File: config.mk
export PLATFORM = sky130hd
export DESIGN_NAME = txring_dma
export DESIGN_NICKNAME = d
export VERILOG_FILES = /design/src/rtl/txring_pkg.sv /design/src/rtl/txring_ctrl.sv /design/src/rtl/txring_datapath.sv /design/src/rtl/txring_dma.sv
export SDC_FILE = /design/constraint.sdc
export NUM_CORES = 1
export LEC_CHECK = 0
export BUFFER_PORTS_ARGS = -buffer_cell sky130_fd_sc_hd__buf_2
export CAP_MARGIN = 40
export CORE_ASPECT_RATIO = 1.1
export CORE_MARGIN = 3
export CORE_UTILIZATION = 30
export DETAILED_ROUTE_END_ITERATION = 16
export GPL_ROUTABILITY_DRIVEN = 0
export GPL_TIMING_DRIVEN = 1
export HOLD_SLACK_MARGIN = 0.02
export PLACE_DENSITY = 0.57
export SYNTH_ARGS = -nofsm -noshare
export SYNTH_HDL_FRONTEND = slang
export SYNTH_SLANG_ARGS = --single-unit
File: constraint.sdc
create_clock -name clk -period 3.2 [get_ports clk]
set_clock_uncertainty 0.15 [all_clocks]
set_input_delay 0.64 -clock clk [delete_from_list [all_inputs] [get_ports clk]]
set_output_delay 0.64 -clock clk [all_outputs]
set_load 0.01 [all_outputs]
File: src/rtl/txring_pkg.sv
package txring_pkg;

  typedef enum logic [2:0] {
    ST_IDLE, ST_RSTAT, ST_RLEN, ST_RBUF, ST_RDATA, ST_SEND, ST_WB
  } state_e;

  typedef enum logic [1:0] {
    SEL_STAT, SEL_LEN, SEL_BUF, SEL_DATA
  } memSel_e;

  typedef struct packed {
    memSel_e memSel;
    logic    startRun;
    logic    ldStat;
    logic    ldLen;
    logic    ldBuf;
    logic    ldWord;
    logic    byteAdv;
    logic    advRing;
    logic    setTc;
  } dpCtl_t;

endpackage

File: src/rtl/txring_ctrl.sv
module txring_ctrl
  import txring_pkg::*;
(
  input  logic   clk,
  input  logic   rstN,
  input  logic   txDemand,
  input  logic   memAck,
  input  logic   rdActive,
  input  logic   needWord,
  input  logic   nextNeedWord,
  input  logic   lastByte,
  input  logic   byteReady,
  output logic   memReq,
  output logic   memWe,
  output logic   byteValid,
  output dpCtl_t ctl
);

  state_e state, stateNxt;
  logic   demandPend;
  logic   go;

  assign go = txDemand | demandPend;

  always_ff @(posedge clk) begin
    if (!rstN) begin
      state      <= ST_IDLE;
      demandPend <= 1'b0;
    end else begin
      state <= stateNxt;
      if (state == ST_IDLE)
        demandPend <= 1'b0;
      else if (txDemand)
        demandPend <= 1'b1;
    end
  end

  always_comb begin
    stateNxt  = state;
    memReq    = 1'b0;
    memWe     = 1'b0;
    byteValid = 1'b0;
    ctl       = '0;
    ctl.memSel = SEL_STAT;
    case (state)
      ST_IDLE: begin
        if (go) begin
          ctl.startRun = 1'b1;
          stateNxt     = ST_RSTAT;
        end
      end
      ST_RSTAT: begin
        memReq     = 1'b1;
        ctl.memSel = SEL_STAT;
        if (memAck) begin
          ctl.ldStat = 1'b1;
          stateNxt   = rdActive ? ST_RLEN : ST_IDLE;
        end
      end
      ST_RLEN: begin
        memReq     = 1'b1;
        ctl.memSel = SEL_LEN;
        if (memAck) begin
          ctl.ldLen = 1'b1;
          stateNxt  = ST_RBUF;
        end
      end
      ST_RBUF: begin
        memReq     = 1'b1;
        ctl.memSel = SEL_BUF;
        if (memAck) begin
          ctl.ldBuf = 1'b1;
          stateNxt  = needWord ? ST_RDATA : ST_SEND;
        end
      end
      ST_RDATA: begin
        memReq     = 1'b1;
        ctl.memSel = SEL_DATA;
        if (memAck) begin
          ctl.ldWord = 1'b1;
          stateNxt   = ST_SEND;
        end
      end
      ST_SEND: begin
        byteValid = 1'b1;
        if (byteReady) begin
          ctl.byteAdv = 1'b1;
          if (lastByte)          stateNxt = ST_WB;
          else if (nextNeedWord) stateNxt = ST_RDATA;
        end
      end
      ST_WB: begin
        memReq     = 1'b1;
        memWe      = 1'b1;
        ctl.memSel = SEL_STAT;
        if (memAck) begin
          ctl.advRing = 1'b1;
          ctl.setTc   = 1'b1;
          stateNxt    = ST_RSTAT;
        end
      end
      default: stateNxt = ST_IDLE;
    endcase
  end

endmodule

File: src/rtl/txring_datapath.sv
module txring_datapath
  import txring_pkg::*;
#(
  parameter int ADDR_W     = 32,
  parameter int LEN_W      = 16,
  parameter int MIN_FRAME  = 64,
  parameter int DESC_BYTES = 16,
  parameter int ACT_BIT    = 31,
  parameter int END_BIT    = 30,
  parameter int ERR_BIT    = 27
)(
  input  logic              clk,
  input  logic              rstN,
  input  logic [ADDR_W-1:0] ringBase,
  input  dpCtl_t            ctl,
  input  logic [31:0]       memRdata,
  input  logic              macErr,
  input  logic              tcClr,
  output logic [ADDR_W-1:0] memAddr,
  output logic [31:0]       memWdata,
  output logic [7:0]        byteData,
  output logic              lastByte,
  output logic              needWord,
  output logic              nextNeedWord,
  output logic              rdActive,
  output logic              tcIrq
);

  localparam logic [LEN_W-1:0]  MIN_LEN  = LEN_W'(MIN_FRAME);
  localparam logic [ADDR_W-1:0] LEN_OFS  = ADDR_W'(4);
  localparam logic [ADDR_W-1:0] BUF_OFS  = ADDR_W'(8);
  localparam logic [ADDR_W-1:0] DESC_INC = ADDR_W'(DESC_BYTES);
  localparam logic [31:0] CLR_MASK = ~((32'd1 << ACT_BIT) | (32'd1 << ERR_BIT));

  logic                posValid;
  logic [ADDR_W-1:0]   descAddr;
  logic [31:0]         statReg;
  logic [LEN_W-1:0]    lenReg;
  logic [ADDR_W-1:2]   bufWord;
  logic [31:0]         wordReg;
  logic [LEN_W-1:0]    byteCnt;
  logic [LEN_W-1:0]    cntNext;
  logic [LEN_W-1:0]    totalLen;
  logic                errLatch;
  logic                tcFlag;
  logic [7:0]          laneByte;

  assign cntNext      = byteCnt + LEN_W'(1);
  assign totalLen     = (lenReg < MIN_LEN) ? MIN_LEN : lenReg;
  assign lastByte     = (byteCnt == totalLen - LEN_W'(1));
  assign needWord     = (byteCnt < lenReg) && (byteCnt[1:0] == 2'b00);
  assign nextNeedWord = (cntNext < lenReg) && (cntNext[1:0] == 2'b00);
  assign rdActive     = memRdata[ACT_BIT];
  assign tcIrq        = tcFlag;

  always_ff @(posedge clk) begin
    if (!rstN) begin
      posValid <= 1'b0;
      descAddr <= '0;
      statReg  <= '0;
      lenReg   <= '0;
      bufWord  <= '0;
      wordReg  <= '0;
      byteCnt  <= '0;
      errLatch <= 1'b0;
      tcFlag   <= 1'b0;
    end else begin
      if (ctl.startRun && !posValid) begin
        descAddr <= ringBase;
        posValid <= 1'b1;
      end
      if (ctl.ldStat) begin
        statReg  <= memRdata;
        errLatch <= 1'b0;
      end
      if (ctl.ldLen) begin
        lenReg  <= memRdata[31 -: LEN_W];
        byteCnt <= '0;
      end
      if (ctl.ldBuf)  bufWord <= memRdata[ADDR_W-1:2];
      if (ctl.ldWord) wordReg <= memRdata;
      if (ctl.byteAdv) begin
        byteCnt <= cntNext;
        if (lastByte) errLatch <= macErr;
      end
      if (ctl.advRing)
        descAddr <= statReg[END_BIT] ? ringBase : descAddr + DESC_INC;
      if (ctl.setTc)      tcFlag <= 1'b1;
      else if (tcClr)     tcFlag <= 1'b0;
    end
  end

  always_comb begin
    case (ctl.memSel)
      SEL_STAT: memAddr = descAddr;
      SEL_LEN:  memAddr = descAddr + LEN_OFS;
      SEL_BUF:  memAddr = descAddr + BUF_OFS;
      default:  memAddr = {bufWord + (ADDR_W-2)'(byteCnt[LEN_W-1:2]), 2'b00};
    endcase
  end

  assign memWdata = (statReg & CLR_MASK) | (32'(errLatch) << ERR_BIT);

  always_comb begin
    case (byteCnt[1:0])
      2'd0:    laneByte = wordReg[31:24];
      2'd1:    laneByte = wordReg[23:16];
      2'd2:    laneByte = wordReg[15:8];
      default: laneByte = wordReg[7:0];
    endcase
  end

  assign byteData = (byteCnt < lenReg) ? laneByte : 8'h00;

endmodule

File: src/rtl/txring_dma.sv
module txring_dma
  import txring_pkg::*;
#(
  parameter int ADDR_W     = 32,
  parameter int LEN_W      = 16,
  parameter int MIN_FRAME  = 64,
  parameter int DESC_BYTES = 16,
  parameter int ACT_BIT    = 31,
  parameter int END_BIT    = 30,
  parameter int ERR_BIT    = 27
)(
  input  logic              clk,
  input  logic              rstN,
  input  logic [ADDR_W-1:0] ringBase,
  input  logic              txDemand,
  input  logic              tcClr,
  output logic              tcIrq,
  output logic              memReq,
  output logic              memWe,
  output logic [ADDR_W-1:0] memAddr,
  output logic [31:0]       memWdata,
  input  logic              memAck,
  input  logic [31:0]       memRdata,
  output logic              byteValid,
  input  logic              byteReady,
  output logic [7:0]        byteData,
  output logic              byteLast,
  input  logic              macErr
);

  dpCtl_t ctl;
  logic   rdActive, needWord, nextNeedWord, lastByte;

  txring_ctrl u_ctrl (
    .clk(clk), .rstN(rstN), .txDemand(txDemand), .memAck(memAck),
    .rdActive(rdActive), .needWord(needWord), .nextNeedWord(nextNeedWord),
    .lastByte(lastByte), .byteReady(byteReady),
    .memReq(memReq), .memWe(memWe), .byteValid(byteValid), .ctl(ctl)
  );

  txring_datapath #(
    .ADDR_W(ADDR_W), .LEN_W(LEN_W), .MIN_FRAME(MIN_FRAME),
    .DESC_BYTES(DESC_BYTES), .ACT_BIT(ACT_BIT), .END_BIT(END_BIT), .ERR_BIT(ERR_BIT)
  ) u_dp (
    .clk(clk), .rstN(rstN), .ringBase(ringBase), .ctl(ctl),
    .memRdata(memRdata), .macErr(macErr), .tcClr(tcClr),
    .memAddr(memAddr), .memWdata(memWdata), .byteData(byteData),
    .lastByte(lastByte), .needWord(needWord), .nextNeedWord(nextNeedWord),
    .rdActive(rdActive), .tcIrq(tcIrq)
  );

  assign byteLast = byteValid & lastByte;

endmodule

# Word-level counts from Yosys, hierarchy flattened
# Index checks and enable logic that the tools add are counted.
[classes] mux=41 magnitude_cmp=3 reduce_logical=14 n_addsub=6 eq_ne=19 bitwise_logic=4
[ops] op="32-bit 2-to-1 mux" n=3
[ops] op="32-bit one-hot mux with 3 select lines" n=1
[ops] op="16-bit 2-to-1 mux" n=3
[ops] op="32-bit by 3-bit adder with 32-bit output, second input constant" n=1
[ops] op="32-bit by 4-bit adder with 32-bit output, second input constant" n=1
[ops] op="32-bit by 5-bit adder with 32-bit output, second input constant" n=1
[ops] op="16-bit less-than comparator" n=2
[ops] op="31-bit by 28-bit bitwise OR with 31-bit output" n=1
[ops] op="30-bit by 14-bit adder with 30-bit output" n=1
[ops] op="3-bit 2-to-1 mux" n=9
[ops] op="8-bit one-hot mux with 3 select lines" n=1
[ops] op="3-bit one-hot mux with 7 select lines" n=1
[ops] op="1-bit 2-to-1 mux" n=18
[ops] op="16-bit by 1-bit adder with 16-bit output, second input constant" n=1
[ops] op="16-bit == test" n=1
[ops] op="16-bit by 7-bit less-than comparator with 1-bit output, second input constant" n=1
[ops] op="16-bit by 1-bit subtractor with 16-bit output, second input constant" n=1
[ops] op="2-bit inequality test, second input constant" n=6
[ops] op="3-bit == test, second input constant" n=3
[ops] op="8-bit 2-to-1 mux" n=1
[ops] op="8-bit AND reduction" n=1
[ops] op="3-bit by 2-bit == test with 1-bit output, second input constant" n=2
[ops] op="2-bit logical NOT" n=3
[ops] op="2-bit 2-to-1 mux" n=3
[ops] op="15 further kinds" n=21
[word_totals] register_bits=164 out_inout_bits=77 inputBits=71 elab_cells=98

# Logic depth before layout (Yosys ltp)
[depth] depth_word=7 mapped_depth=14 mapped_depth_nobuf=14

# By module
# From an unflattened synthesis, not the netlist that was laid out.
[unflattened] hier_cells=1350 hier_area_um2=11024.3
[by_module_without_submodules] mod="txring_datapath" area_each_um2=10684.0 cells_each=1299 n_inst=1 seq_area_each_um2=3183.1
[by_module_without_submodules] mod="txring_ctrl" area_each_um2=334.1 cells_each=50 n_inst=1 seq_area_each_um2=80.1
[by_module_without_submodules] mod="txring_dma" area_each_um2=6.3 cells_each=1 n_inst=1 seq_area_each_um2=0.0

# Worst setup path after synthesis
# Ideal clock, no wire load.
[synth_timing] kind="reg2reg" start="register u_dp.byteCnt[0]" end="register u_ctrl.state[1]" path_slack_ns=-0.292 path_stages_with_launch=14 setup_ns=0.060 synth_period_minus_slack_ns=3.492 required_ns=2.990 path_buffers=0 t_arrival_ns=3.282 cell_sequence="dfxtp_1 -> ha_1 -> nand3_1 -> nor4_1 -> and3_1 -> and3_1 -> and3_1 -> xor2_1 -> ha_1 -> a21oi_1 -> nor2b_1 -> or4b_2 -> nand4b_1 -> o2111a_1"
[synth_between] elab_chain_len=5 elab_cells_between_ends=10 classes_between="add/sub: 1; order compare: 1; eq/ne: 2; mux: 3; reduce/logical: 3"
[synth_rtl] item="start, declared" line="txring_datapath.sv:41" rtl="logic [LEN_W-1:0] byteCnt;"
[synth_rtl] item="start signal, assigned" line="txring_datapath.sv:83" rtl="byteCnt <= cntNext;"
[synth_rtl] item="16-bit by 1-bit adder with 16-bit output" line="txring_datapath.sv:48" rtl="assign cntNext = byteCnt + LEN_W'(1);"
[synth_rtl] item="16-bit less-than comparator or 2-bit logical NOT (tied branches)" line="txring_datapath.sv:52" rtl="assign nextNeedWord = (cntNext < lenReg) && (cntNext[1:0] == 2'b00);"
[synth_rtl] item="1-bit logical AND" line="txring_datapath.sv:52"
[synth_rtl] item="3-bit inequality test (no line)"
[synth_rtl] item="8-bit AND reduction (no line)"
[synth_rtl] item="end signal, assigned" line="txring_ctrl.sv:30" rtl="state <= stateNxt;"
[synth_rtl] item="end, declared" line="txring_ctrl.sv:19" rtl="state_e state, stateNxt;"
# Parallel ways exist; a longest one is shown, timed or not. The select of a mux whose other input is x is not followed.
# A chain may end at the register's enable or synchronous reset.

# Worst setup path after layout
[layout_timing] start="register u_dp.lenReg[6]" end="output port byteLast"
[layout_between] elab_chain_len=5
[layout_rtl] item="start, declared" line="txring_datapath.sv:38" rtl="logic [LEN_W-1:0] lenReg;"
[layout_rtl] item="start signal, assigned" line="txring_datapath.sv:77" rtl="lenReg <= memRdata[31 -: LEN_W];"
[layout_rtl] item="16-bit by 7-bit less-than comparator with 1-bit output" line="txring_datapath.sv:49" rtl="assign totalLen = (lenReg < MIN_LEN) ? MIN_LEN : lenReg;"
[layout_rtl] item="16-bit 2-to-1 mux (*)" line="txring_datapath.sv:49"
[layout_rtl] item="16-bit by 1-bit subtractor with 16-bit output (*)" line="txring_datapath.sv:50" rtl="assign lastByte = (byteCnt == totalLen - LEN_W'(1));"
[layout_rtl] item="16-bit == test (*)" line="txring_datapath.sv:50"
[layout_rtl] item="1-bit AND (*)" line="txring_dma.sv:52" rtl="assign byteLast = byteValid & lastByte;"
[layout_rtl] item="end, declared" line="txring_dma.sv:27" rtl="output logic byteLast,"
# Mark *: on every way between the ends. The rest lies on a longest branch, timed or not.

==> flow_summary.toml <==
[clock_network]
h-tree-depth = 4
insertion_delay_ps = 450
cts_tree = "done"
hold_buffers = 0
cts_inserted_buffers = 17
cts_root_buf = "clkbuf_16"
cts.path.max_buffers = 2
clk_pin_slew_ps = 80
cts.sinks = 163

[worst_setup_path]
path_cells = "nor4_4 -> buf_4 -> nand4_4 -> nand2_2 -> ha_4 -> buf_6 -> buf_4 -> xor2_2 -> xnor2_1 -> nor4_2 -> nand4_1 -> nor2_1 -> buf_2"
slowest_stage = "dfxtp_2"
worst_setup_path_start_kind = "flop"
cp_max_fo = 5
max_stage_delay_ps = 330
crit_arrival_ps = 2890
crit_path_frequent_cell = "buf_4"
critPathRequiredTime_ps = 2410
critPathTopFamily = "simple AND/OR/NAND/NOR gates"
path_buf_inv = 4
crit_type = "reg -> out"
end_kind = "output pin"

[synthesis]
synth_top_family_by_area = "simple AND/OR/NAND/NOR gates"
synth.ff_latch_count = 163
ys_types = 73
postSynthAreaPerCell_um2 = 7.11
async_reset_ff_share_pct = 0
netlist_area_um2 = 10500
syn-num-nets = 1601
synth-xor-area-share_pct = 5.67
ys.flop_type = "dfxtp_1"
synth_seq_area_share_pct = 31.1
yosys.area_share.simple_pct = 28.1
synth_fa_ha_area_share_pct = 6.51
yosysWarnings = 0
synth_edf_count = 0
muxShareOfSynthArea_pct = 0.381
synthCells = 1476
synth-compound-area-share_pct = 22.8

[global_routing]
grt_overflow_total = 0
grt_pass1_wl_um = 62200
grt_usage_pct = 21.0
antenna_found_initial = 1
grt_pass1_vias = 11100
grt_max_degree = 51

[min_path]
hold_class = "in -> reg"

[placement]
post_dp_cell_area_um2 = 12600
post-place-ws_ps = -228
hpwlAfterDp_um = 29400
port_buffers = 146
place_inst = 2112

[timing]
period_share_pct = 115
period_minus_slack_ps = 3680
relSlewSlack_pct = 50.2
fin_ws_ps = -483
tightest_slew_ps = 747
setup_violations = 32
hold_viol = 0
fmax_mhz = 272
rsz0062_at_grt = "true"
drv_slew = 0

[route]
vias = 11700
wl_per_cell_um = 18.6
drc = 0
wl_um = 40500
first_pass_iters = 8
drt_iter0_drc = 932
viasPerCell = 5.38
ant_nets = 0

[floorplan]
fp.dieArea_um2 = 37300
core_area_um2 = 34400
floorplan.initialDensity_pct = 30.5
rows = 71
die_w_um = 184
fp.dieH_um = 202
boundaryPins = 148

[layout]
final_cell_mix = "nand2_1 (306), a21oi_1 (189), buf_4 (165)"
final_common_cell = "nand2_1"
final_cells = 2179
diodes = 0
nNetsFinal = 1853
drive_gt1_share_pct = 32.1
design_area_um2 = 14600
syn_to_final_growth_pct = 39.1

[run]
cap_violations = 0

[power]
ir_worst_vdd_uv = 382
leakagePower_nw = 5.71
power.density_nw_per_um2 = 556

[run_status]
violations = "setup timing"
status = "finished with violations"
[tightest hold or removal path, cell delays in order]
cell,delay [ps]
buf_2,100
nand2_1,50
mux2i_1,60
[area by class of cell]
class	count	area [um^2]
Sequential cell	163	3320
Timing Repair Buffer	335	2320
Inverter	41	166
Clock buffer	17	425
Clock inverter	15	184
Fill cell	3482	19800
Multi-Input combinational cell	1170	7640
Tap cell	438	548
[repair_timing]
| action | CTS | global route |
|---|---|---|
| cloned | 1 | 0 |
| resized for setup | 175 | 90 |
| pin swaps | 87 | 64 |
| endpoints found under the setup margin | 37 | 37 |
| buffers inserted | 24 | 15 |
[state kept, by name, indices dropped and copies added, names as in the netlist]
name / flops
u_ctrl.demandPend: 1
u_dp.descAddr: 32
u_dp.statReg: 30
u_dp.errLatch: 1
u_dp.lenReg: 16
u_dp.posValid: 1
u_dp.bufWord: 30
u_ctrl.state: 3
u_dp.wordReg: 32
u_dp.tcIrq: 1
u_dp.byteCnt: 16
[routing by layer]
metal  vias to the layer above  global-route usage (%)  part of all wire, %
li1                       5654                       -                    -
met1                      5603                    28.5                   44
met2                       404                    34.4                   47
met3                        59                    2.97                  5.9
met4                         0                    6.83                  2.7
met5                         -                       0                    0
[cells by family (layout without fill, tap and decap cells)]
group / count (synthesis) / count (layout)
other cells: 1 / 1
mux: 4 / 4
buf+inv: 143 / 408
compound gates: 402 / 402
xor+xnor: 68 / 68
simple gates: 641 / 641
fa+ha+maj: 54 / 54
flops: 163 / 163
[cells in the mapped netlist (6+ instances only)]
cell type | n | area (um^2)
xor2_1 | 21 | 184
nand2_1 | 311 | 1170
nand4_1 | 14 | 87.6
a21oi_1 | 201 | 1010
nor4_1 | 10 | 62.6
a21o_1 | 10 | 75.1
xnor2_1 | 47 | 412
inv_1 | 40 | 150
a221oi_1 | 6 | 52.6
and2_1 | 9 | 56.3
o21a_1 | 7 | 52.6
a211oi_1 | 13 | 97.6
nand3_1 | 50 | 250
clkbuf_1 | 86 | 323
dfxtp_1 | 163 | 3260
a22oi_1 | 15 | 113
ha_1 | 53 | 663
o211ai_1 | 7 | 52.6
nor2b_1 | 10 | 62.6
nor2_1 | 135 | 507
a31oi_1 | 13 | 81.3
nand2b_1 | 9 | 56.3
a222oi_1 | 8 | 80.1
nor3_1 | 28 | 140
o21ai_0 | 70 | 350
buf_2 | 9 | 45.0
and3_1 | 24 | 150
[through the flow]
step | hold slack (ps) | setup TNS, ps | power, W | utilization [%]
floorplan | 282 | -18.5 | 0.00429 | -
global placement | 290 | -1490 | 0.00549 | 36.7
detailed placement | 294 | -2460 | 0.00552 | 36.7
CTS | 275 | -6920 | 0.00802 | 41.0
global route | 285 | -9890 | 0.00858 | 42.5
finish | 290 | -7210 | 0.00812 | 42.5
[power breakdown]
part	internal (W)	switching [W]	total [W]
sequential	0.00226	0.000236	0.00250
combinational	0.00146	0.00200	0.00345
clock	0.00113	0.00104	0.00217
[path summary, 6_finish.rpt]
check                  start              end  slack, ps  cells past startpoint
max           u_dp.lenReg[6]         byteLast       -480                     13
min                   macErr    u_dp.errLatch        290                      3
max reg2reg  u_dp.byteCnt[7]  u_ctrl.state[1]         40                     13
min reg2reg  u_dp.statReg[6]  u_dp.statReg[6]        300                      2
No activity file was read; power rests on OpenSTA's default activity.
